==> config.mk <==
export PLATFORM = sky130hd
export DESIGN_NAME = rs_alu
export DESIGN_NICKNAME = d
export VERILOG_FILES = /design/src/rtl/rs_alu_pkg.sv /design/src/rtl/rs_alu_opsel.sv /design/src/rtl/rs_alu_core.sv /design/src/rtl/rs_alu_flagctl.sv /design/src/rtl/rs_alu.sv
export SDC_FILE = /design/constraint.sdc
export NUM_CORES = 1
export LEC_CHECK = 0
export ABC_CLOCK_PERIOD_IN_PS = 800
export BUFFER_PORTS_ARGS = -buffer_cell sky130_fd_sc_hd__buf_2
export CORE_ASPECT_RATIO = 1.25
export CORE_MARGIN = 2
export CORE_UTILIZATION = 45
export CTS_CLUSTER_DIAMETER = 60
export DETAILED_ROUTE_END_ITERATION = 7
export GPL_TIMING_DRIVEN = 0
export PLACE_DENSITY = 0.64
export SLEW_MARGIN = 20
export SYNTH_ARGS = -nofsm -noshare
export SYNTH_HDL_FRONTEND = slang
export SYNTH_SLANG_ARGS = --single-unit
export TNS_END_PERCENT = 100
==> constraint.sdc <==
create_clock -name clk -period 0.8 [get_ports clk]
set_input_delay 0.16 -clock clk [delete_from_list [all_inputs] [get_ports clk]]
set_output_delay 0.16 -clock clk [all_outputs]
set_load 0.05 [all_outputs]
==> src/rtl/rs_alu_pkg.sv <==
package rs_alu_pkg;

  localparam int unsigned OP_W = 4;

  typedef enum logic [OP_W-1:0] {
    ALU_ADD  = 4'd0,
    ALU_ADC  = 4'd1,
    ALU_SUB  = 4'd2,
    ALU_SUBC = 4'd3,
    ALU_CP   = 4'd4,
    ALU_INC  = 4'd5,
    ALU_DEC  = 4'd6,
    ALU_AND  = 4'd7,
    ALU_TM   = 4'd8,
    ALU_OR   = 4'd9,
    ALU_XOR  = 4'd10
  } alu_op_e;

  typedef struct packed {
    logic sgn;
    logic zer;
    logic cry;
  } alu_flags_t;

endpackage

==> src/rtl/rs_alu_opsel.sv <==
module rs_alu_opsel #(
  parameter int unsigned DATA_W = 8
) (
  input  logic              use_imm,
  input  logic [DATA_W-1:0] src_val,
  input  logic [DATA_W-1:0] imm_val,
  output logic [DATA_W-1:0] opnd_b
);

  always_comb begin
    if (use_imm) opnd_b = imm_val;
    else         opnd_b = src_val;
  end

endmodule

==> src/rtl/rs_alu_core.sv <==
module rs_alu_core
  import rs_alu_pkg::*;
#(
  parameter int unsigned DATA_W = 8
) (
  input  logic [OP_W-1:0]   op,
  input  logic [DATA_W-1:0] opnd_a,
  input  logic [DATA_W-1:0] opnd_b,
  input  logic              cin,
  output logic [DATA_W-1:0] result,
  output logic              cout
);

  localparam int unsigned EXT_W = DATA_W + 1;
  localparam logic [EXT_W-1:0] ONE_X = {{DATA_W{1'b0}}, 1'b1};

  logic [EXT_W-1:0] ext_a;
  logic [EXT_W-1:0] ext_b;
  logic [EXT_W-1:0] ext_c;
  logic [EXT_W-1:0] wide;

  always_comb begin
    ext_a = {1'b0, opnd_a};
    ext_b = {1'b0, opnd_b};
    ext_c = {{DATA_W{1'b0}}, cin};
    case (op)
      ALU_ADD:         wide = ext_a + ext_b;
      ALU_ADC:         wide = ext_a + ext_b + ext_c;
      ALU_SUB, ALU_CP: wide = ext_a - ext_b;
      ALU_SUBC:        wide = ext_a - ext_b - ext_c;
      ALU_INC:         wide = ext_a + ONE_X;
      ALU_DEC:         wide = ext_a - ONE_X;
      ALU_AND, ALU_TM: wide = {1'b0, opnd_a & opnd_b};
      ALU_OR:          wide = {1'b0, opnd_a | opnd_b};
      ALU_XOR:         wide = {1'b0, opnd_a ^ opnd_b};
      default:         wide = ext_a;
    endcase
    result = wide[DATA_W-1:0];
    cout   = wide[DATA_W];
  end

endmodule

==> src/rtl/rs_alu_flagctl.sv <==
module rs_alu_flagctl
  import rs_alu_pkg::*;
(
  input  logic            op_valid,
  input  logic [OP_W-1:0] op,
  output logic            commit,
  output logic            wr_dest,
  output logic            upd_carry
);

  logic legal;

  always_comb begin
    legal     = 1'b0;
    wr_dest   = 1'b0;
    upd_carry = 1'b0;
    case (op)
      ALU_ADD, ALU_ADC, ALU_SUB, ALU_SUBC, ALU_INC, ALU_DEC: begin
        legal     = 1'b1;
        wr_dest   = 1'b1;
        upd_carry = 1'b1;
      end
      ALU_CP: begin
        legal     = 1'b1;
        upd_carry = 1'b1;
      end
      ALU_TM: begin
        legal = 1'b1;
      end
      ALU_AND, ALU_OR, ALU_XOR: begin
        legal   = 1'b1;
        wr_dest = 1'b1;
      end
      default: begin
        legal = 1'b0;
      end
    endcase
    commit = op_valid & legal;
  end

endmodule

==> src/rtl/rs_alu.sv <==
module rs_alu
  import rs_alu_pkg::*;
#(
  parameter int unsigned DATA_W = 8
) (
  input  logic              clk,
  input  logic              rst_n,
  input  logic              op_valid,
  input  logic [OP_W-1:0]   op_code,
  input  logic              use_imm,
  input  logic [DATA_W-1:0] dest_val,
  input  logic [DATA_W-1:0] src_val,
  input  logic [DATA_W-1:0] imm_val,
  output logic [DATA_W-1:0] res_o,
  output logic              wr_en_o,
  output logic              sign_o,
  output logic              zero_o,
  output logic              carry_o
);

  localparam int unsigned SYNC_D = 2;

  // reset: asynchronous assert, synchronous release
  logic [SYNC_D-1:0] rst_pipe_q;
  logic              rst_int_n;

  always_ff @(posedge clk or negedge rst_n) begin
    if (!rst_n) rst_pipe_q <= '0;
    else        rst_pipe_q <= {rst_pipe_q[SYNC_D-2:0], 1'b1};
  end
  assign rst_int_n = rst_pipe_q[SYNC_D-1];

  logic [DATA_W-1:0] opnd_b;
  logic [DATA_W-1:0] alu_res;
  logic              alu_cout;
  logic              commit, wr_dest, upd_carry;

  rs_alu_opsel #(.DATA_W(DATA_W)) u_opsel (
    .use_imm (use_imm),
    .src_val (src_val),
    .imm_val (imm_val),
    .opnd_b  (opnd_b)
  );

  rs_alu_core #(.DATA_W(DATA_W)) u_core (
    .op     (op_code),
    .opnd_a (dest_val),
    .opnd_b (opnd_b),
    .cin    (carry_o),
    .result (alu_res),
    .cout   (alu_cout)
  );

  rs_alu_flagctl u_flagctl (
    .op_valid  (op_valid),
    .op        (op_code),
    .commit    (commit),
    .wr_dest   (wr_dest),
    .upd_carry (upd_carry)
  );

  // next state
  alu_flags_t        flags_q, flags_d;
  logic [DATA_W-1:0] res_q, res_d;
  logic              we_q, we_d;

  always_comb begin
    flags_d = flags_q;
    res_d   = res_q;
    we_d    = 1'b0;
    if (commit) begin
      res_d       = alu_res;
      we_d        = wr_dest;
      flags_d.sgn = alu_res[DATA_W-1];
      flags_d.zer = (alu_res == '0);
      if (upd_carry) flags_d.cry = alu_cout;
    end
  end

  // registers
  always_ff @(posedge clk or negedge rst_int_n) begin
    if (!rst_int_n) begin
      res_q   <= '0;
      we_q    <= 1'b0;
      flags_q <= '{sgn: 1'b0, zer: 1'b1, cry: 1'b0};
    end else begin
      we_q <= we_d;
      if (commit) begin
        res_q   <= res_d;
        flags_q <= flags_d;
      end
    end
  end

  assign res_o   = res_q;
  assign wr_en_o = we_q;
  assign sign_o  = flags_q.sgn;
  assign zero_o  = flags_q.zer;
  assign carry_o = flags_q.cry;


  no_cmp_write_chk: assert property (@(posedge clk) disable iff (!rst_int_n)
    (op_valid && (op_code == ALU_CP || op_code == ALU_TM)) |=> !wr_en_o);


  logic_carry_hold_chk: assert property (@(posedge clk) disable iff (!rst_int_n)
    (op_valid && (op_code == ALU_AND || op_code == ALU_TM ||
                  op_code == ALU_OR  || op_code == ALU_XOR)) |=> $stable(carry_o));


  zero_track_chk: assert property (@(posedge clk) disable iff (!rst_int_n)
    zero_o == (res_o == '0));


  sign_track_chk: assert property (@(posedge clk) disable iff (!rst_int_n)
    sign_o == res_o[DATA_W-1]);


  illegal_hold_chk: assert property (@(posedge clk) disable iff (!rst_int_n)
    (op_valid && op_code > ALU_XOR) |=>
      (!wr_en_o && $stable(res_o) && $stable(carry_o) && $stable(zero_o)));


  idle_no_write_chk: assert property (@(posedge clk) disable iff (!rst_int_n)
    !op_valid |=> !wr_en_o);


  inc_wrap_chk: assert property (@(posedge clk) disable iff (!rst_int_n)
    (op_valid && op_code == ALU_INC && dest_val == {DATA_W{1'b1}}) |=>
      (carry_o && zero_o));

endmodule

* Yosys cells after proc, flatten, opt, wreduce, memory -nomap -nowiden
Index checks and enable logic that the tools add are counted.
** Storage, ports and cells
- Register bits :: 14
- Input port bits :: 32
- Output and inout port bits :: 12
- Logic and storage cells :: 40
** Cells by class
- Add/subtract/negate cells :: 6
- Eq/ne operators :: 10
- Multiplexer cells :: 6
- Bitwise gates (word level) :: 4
- Reduce and logical (&&, ||, !) cells :: 8
** Operator list (count)
- $pmux W9 S9 :: 1
- $eq A4 B3 Y1 const B :: 4
- $eq A4 B4 Y1 const B :: 3
- $reduce_or A11 Y1 :: 1
- $add A8 B1 Y9 const B :: 1
- $add A8 B8 Y9 :: 1
- $add A9 B1 Y9 :: 1
- $reduce_or A9 Y1 :: 1
- $sub A8 B1 Y9 const B :: 1
- $sub A8 B8 Y9 :: 1
- $sub A9 B1 Y9 :: 1
- $and A8 B8 Y8 :: 1
- $eq A4 B2 Y1 const B :: 2
- $logic_not A8 Y1 :: 1
- $mux W8 :: 1
- $or A8 B8 Y8 :: 1
- $xor A8 B8 Y8 :: 1
- $reduce_or A7 Y1 :: 1
- $eq A4 B1 Y1 const B :: 1
- $logic_not A4 Y1 :: 1
- $mux W1 :: 4
- $reduce_or A2 Y1 :: 2
- $reduce_and A2 Y1 :: 1
- $and A1 B1 Y1 :: 1

* Longest topological paths before layout
- Word-level depth :: 5
- Mapped depth :: 14

* By module
From an unflattened synthesis, not the netlist that was laid out.
** Unflattened totals
- Cell total of the unflattened synthesis :: 367
- Area total of the unflattened synthesis :: 3037.9 sq um
** Modules (own cells, without submodules)
- rs_alu_core :: times used 1, cells each 320, area each 2338.5 sq um, seq. area each 0.0 sq um
- rs_alu :: times used 1, cells each 32, area each 529.3 sq um, seq. area each 326.6 sq um
- rs_alu_opsel :: times used 1, cells each 9, area each 131.4 sq um, seq. area each 0.0 sq um
- rs_alu_flagctl :: times used 1, cells each 6, area each 38.8 sq um, seq. area each 0.0 sq um

* Least setup slack after synthesis
No wires, ideal clock.
- Path type :: input to register
- Start point :: in use_imm
- End point :: reg flags_q, in the netlist sign_o
- Setup time :: 125 ps
- Arrival time :: 3094 ps
- Data required time :: 675 ps
- Slack :: -2419 ps
- Cell stages on the path :: 13
- Path buffers :: 1
- Cells stage by stage :: clkbuf_1 > mux2i_1 > inv_1 > ha_1 > fa_1 > nor2b_1 > o31ai_1 > xnor2_1 > nand3_1 > o211ai_1 > nand3_1 > a211o_1 > mux2_2
** On the way
- Cells in the longest elaborated chain, start to end :: 4
** Ends and longest elaborated chain
- start, declared :: RTL line rs_alu.sv:10 : input logic use_imm,
- $mux W8 * :: RTL line rs_alu_opsel.sv:11 : if (use_imm) opnd_b = imm_val;
- $sub A8 B8 Y9 / $add A8 B8 Y9 (equally long branches)
- $sub A9 B1 Y9 / $add A9 B1 Y9 (equally long branches) :: RTL line rs_alu_core.sv:30, rs_alu_core.sv:28
- $pmux W9 S9 * :: RTL line rs_alu_core.sv:26 : case (op)
- end signal, assigned :: RTL line rs_alu.sv:85 : flags_q <= '{sgn: 1'b0, zer: 1'b1, cry: 1'b0};
- end signal, assigned :: RTL line rs_alu.sv:90 : flags_q <= flags_d;
- end, declared :: RTL line rs_alu.sv:63 : alu_flags_t flags_q, flags_d;
Mark *: on every way between the ends. The rest lies on a longest branch, timed or not.
A chain may end at the register's enable or synchronous reset.

* Worst setup path in the final report
- Start point :: in use_imm
- End point :: reg flags_q, in the netlist zero_o
** On the way
- Cells in the longest elaborated chain, start to end :: 5
** Ends and longest elaborated chain
- $mux W8 * :: RTL line rs_alu_opsel.sv:11
- $sub A8 B8 Y9 / $add A8 B8 Y9 (equally long branches)
- $sub A9 B1 Y9 / $add A9 B1 Y9 (equally long branches) :: RTL line rs_alu_core.sv:30, rs_alu_core.sv:28
- $pmux W9 S9 * :: RTL line rs_alu_core.sv:26
- $logic_not A8 Y1 * :: RTL line rs_alu.sv:75 : flags_d.zer = (alu_res == '0);
Marks and branches as above.

==> impl_metrics.csv <==
group,metric,value,unit
die,start_util,46.3,%
hold_path,hold_path.class,"reg2async",
layout,fin_nets,511,
route,drt_pass1_iterations,6,
global_route,grt.total_usage,26.5,%
route,top_layer,"met4",
critical_path,worstSetupPathType,"in2reg",
critical_path,start_kind,"input port",
run_status,violations,"setup timing",
route,dr_wl_met2,4.87,mm
sta,finalSetupViolCount,23,
die,core-area,6170,um2
sta,report.final.hold_viol_count,0,
yosys,synth_ff_type,"dfrtp_1",
yosys,ys_seq_area_share,11.4,%
die,ioPinCount,44,
critical_path,crit_path_end_kind,"flip-flop",
flow_run,cap_violations,0,
critical_path,r2r_slack,-1.58,ns
cts,root_buffer,"clkbuf_8",
cts,clk_latency,0.25,ns
sta,fin_skew,0.00595,ns
critical_path,max_stage_delay,0.40,ns
global_route,grt_pass1_vias,3008,
global_route,grt_max_degree,12,
route,dr_wl_met3,445,um
global_route,grt_overflow,0,
power_and_ir_drop,total_power,5.50,mW
die,num_rows,32,
critical_path,crit_fanout,5,
critical_path,critical-path-slowest-cell,"fa_2",
route,final_antenna_net_count,0,
critical_path,cp.depth,13,
yosys,netlist_area,2850,um2
place,dpl-instance-area,3280,um2
yosys,syn_inst,368,
run_status,status,"finished with violations",
route,vias_per_cell,6.01,
die,chipWidth,75.2,um
power_and_ir_drop,leakage,1.74,nW
sta,slew_headroom,43.9,%
yosys,syn-num-nets,440,
critical_path,crit_chain,"clkbuf_16 > mux2i_4 > inv_2 > ha_4 > fa_2 > nor2b_4 > o31ai_4 > xnor2_2 > nand4_1 > xnor2_1 > a221oi_2 > o2111ai_2 > o31ai_2",
critical_path,r2r_cells,10,
cts,clk_pin_slew,0.06,ns
layout,area_delta_synth_final,44.5,%
yosys,ys_warn_count,0,
cts,cts_tree,"built",
yosys,synth_top_cell_by_area,"ha_1",
die,dieArea,7000,um2
global_route,antenna_found_initial,0,
critical_path,r2r_end,"zero_o",
place,hpwl,7.15,mm
sta,slew_viol_final,0,
critical_path,cp.arrival,2.89,ns
route,totalWireLength,9.38,mm
route,drt_iter0_drc,205,
cts,clock_sinks,13,
cts,cts_inserted_buffers,3,
yosys,yosys-top-cells-area,"ha_1, dfrtp_1, xnor2_1",
sta,tightest_slew,0.835,ns
critical_path,cp-endpoint,"zero_o",
sta,finalWorstSetupSlack,-1.93,ns
power_and_ir_drop,irDropWorstVdd,792,uV
cts,clock_path_buffers,2,
critical_path,startpoint,"use_imm",
yosys,ys_seq_elements,13,
layout,drive_gt1_share,39.5,%
route,drcViolationCount,0,
sta,fin_crit_sh,342,%
global_route,grt_first_pass_wirelength,14.4,mm
route,wire_per_inst,17.9,um
yosys,synth_area_per_cell,7.75,um2
critical_path,timing.rr.start,"carry_o",
critical_path,crit_family,"compound AO/OA/AOI/OAI gates",
critical_path,crit_buf_inv,2,
sta,fin_crit,2.73,ns
yosys,synth_most_common_cell,"ha_1",
yosys,synth_cell_type_count,71,
layout,antenna_cells,0,
place,gp_congestion,0.948,
power_and_ir_drop,power.density,1330,nW/um2
sta,rsz0062_at_grt,"true",
yosys,synth_edf_count,0,
yosys,ys_top_cells_by_count,"ha_1, inv_1, nand2_1, nor2_1, o21ai_0",
route,vias,3141,
cts,cts-htree-levels,1,
layout,fin_area,4120,um2
sta,fmax,0.366,GHz
yosys,synth_top_area_share,16.2,%
die,die_h,93.0,um
yosys,async_reset_ff_share,100,%
critical_path,crit_required,0.96,ns
place,portBuffers,40,
place,dp_worst_setup_slack,-2.43,ns
route,wl_met1,3.74,mm
layer usage:
layer  GRT usage (%)  vias up
met3           0.323       24
met1            32.3     1502
met2            48.5      128
met5               0        -
met4            9.50        0
li1                -     1487
state kept, by name, indices dropped and copies added, names as in the netlist:
name and count:
res_o 7, rst_pipe_q 2, carry_o 1, zero_o 1, wr_en_o 1, sign_o 1
logic make-up after synthesis:
logic type               Yosys count  synth area share (%)
adder cells (fa/ha/maj)           40                  18.3
buffers and inverters             46                  6.80
other                              1                 0.131
AND/OR/NAND/NOR                  124                  23.4
AO/OA/AOI/OAI                    106                  27.2
multiplexers                      14                  5.04
XOR/XNOR                          24                  7.63
flip-flops                        13                  11.4
repair_timing:
| item | 4_1_cts | 5_1_grt |
|---|---|---|
| buffers inserted | 11 | 14 |
| setup endpoints to repair | 23 | 23 |
| gates cloned | 1 | 0 |
| gates resized for setup | 69 | 74 |
| hold endpoints to repair | 2 | 0 |
| pin swaps | 22 | 30 |
| hold buffers | 1 | 0 |
where the power goes:
| group | total [mW] | internal (mW) | switching [mW] |
|---|---|---|---|
| Combinational | 4.03 | 1.79 | 2.24 |
| Clock | 0.588 | 0.352 | 0.236 |
| Sequential | 0.877 | 0.772 | 0.106 |
| Total | 5.50 | 2.92 | 2.58 |
cell type report:
cell class / instances / area [um2]
sequential: 13 / 329
multi-input combinational: 309 / 2830
tap: 85 / 106
inverter: 29 / 113
fill: 514 / 2040
timing repair buffer: 66 / 510
clock buffer: 4 / 45.0
buffer: 17 / 186
worst min path at each step:
stage               endpoint  cells past startpoint
3_3_place_gp   rst_pipe_q[1]                      1
6_report            res_o[4]                      0
2_1_floorplan  rst_pipe_q[0]                      0
5_1_grt             res_o[3]                      0
4_1_cts             res_o[3]                      0
3_5_place_dp   rst_pipe_q[0]                      1
through the flow:
| stage | setup TNS (ns) | util, % | hold slack, ns | std cells |
|---|---|---|---|---|
| finish | -18.53 | 66.8 | 0.182 | 523 |
| global placement | -20.97 | 53.2 | -0.0540 | 493 |
| floorplan | -17.29 | - | -0.136 | 368 |
| CTS | -18.65 | 59.9 | 0.200 | 510 |
| detailed placement | -21.20 | 53.2 | -0.0543 | 493 |
| global route | -19.79 | 66.8 | 0.234 | 523 |
cell usage in the layout (no fill, tap or decap), types with 6 or more instances in the layout:
master,n
ha_4,7
nor3_1,12
xor2_1,6
buf_4,25
xnor2_1,11
nand2_1,25
ha_1,27
a21oi_1,14
o21ai_1,6
nand2b_1,9
buf_2,27
nor2b_1,7
inv_1,26
o21ai_0,13
nor2_1,22
nand4_1,6
a31oi_1,7
dfrtp_1,10
buf_6,18
No activity file was read; power rests on OpenSTA's default activity.
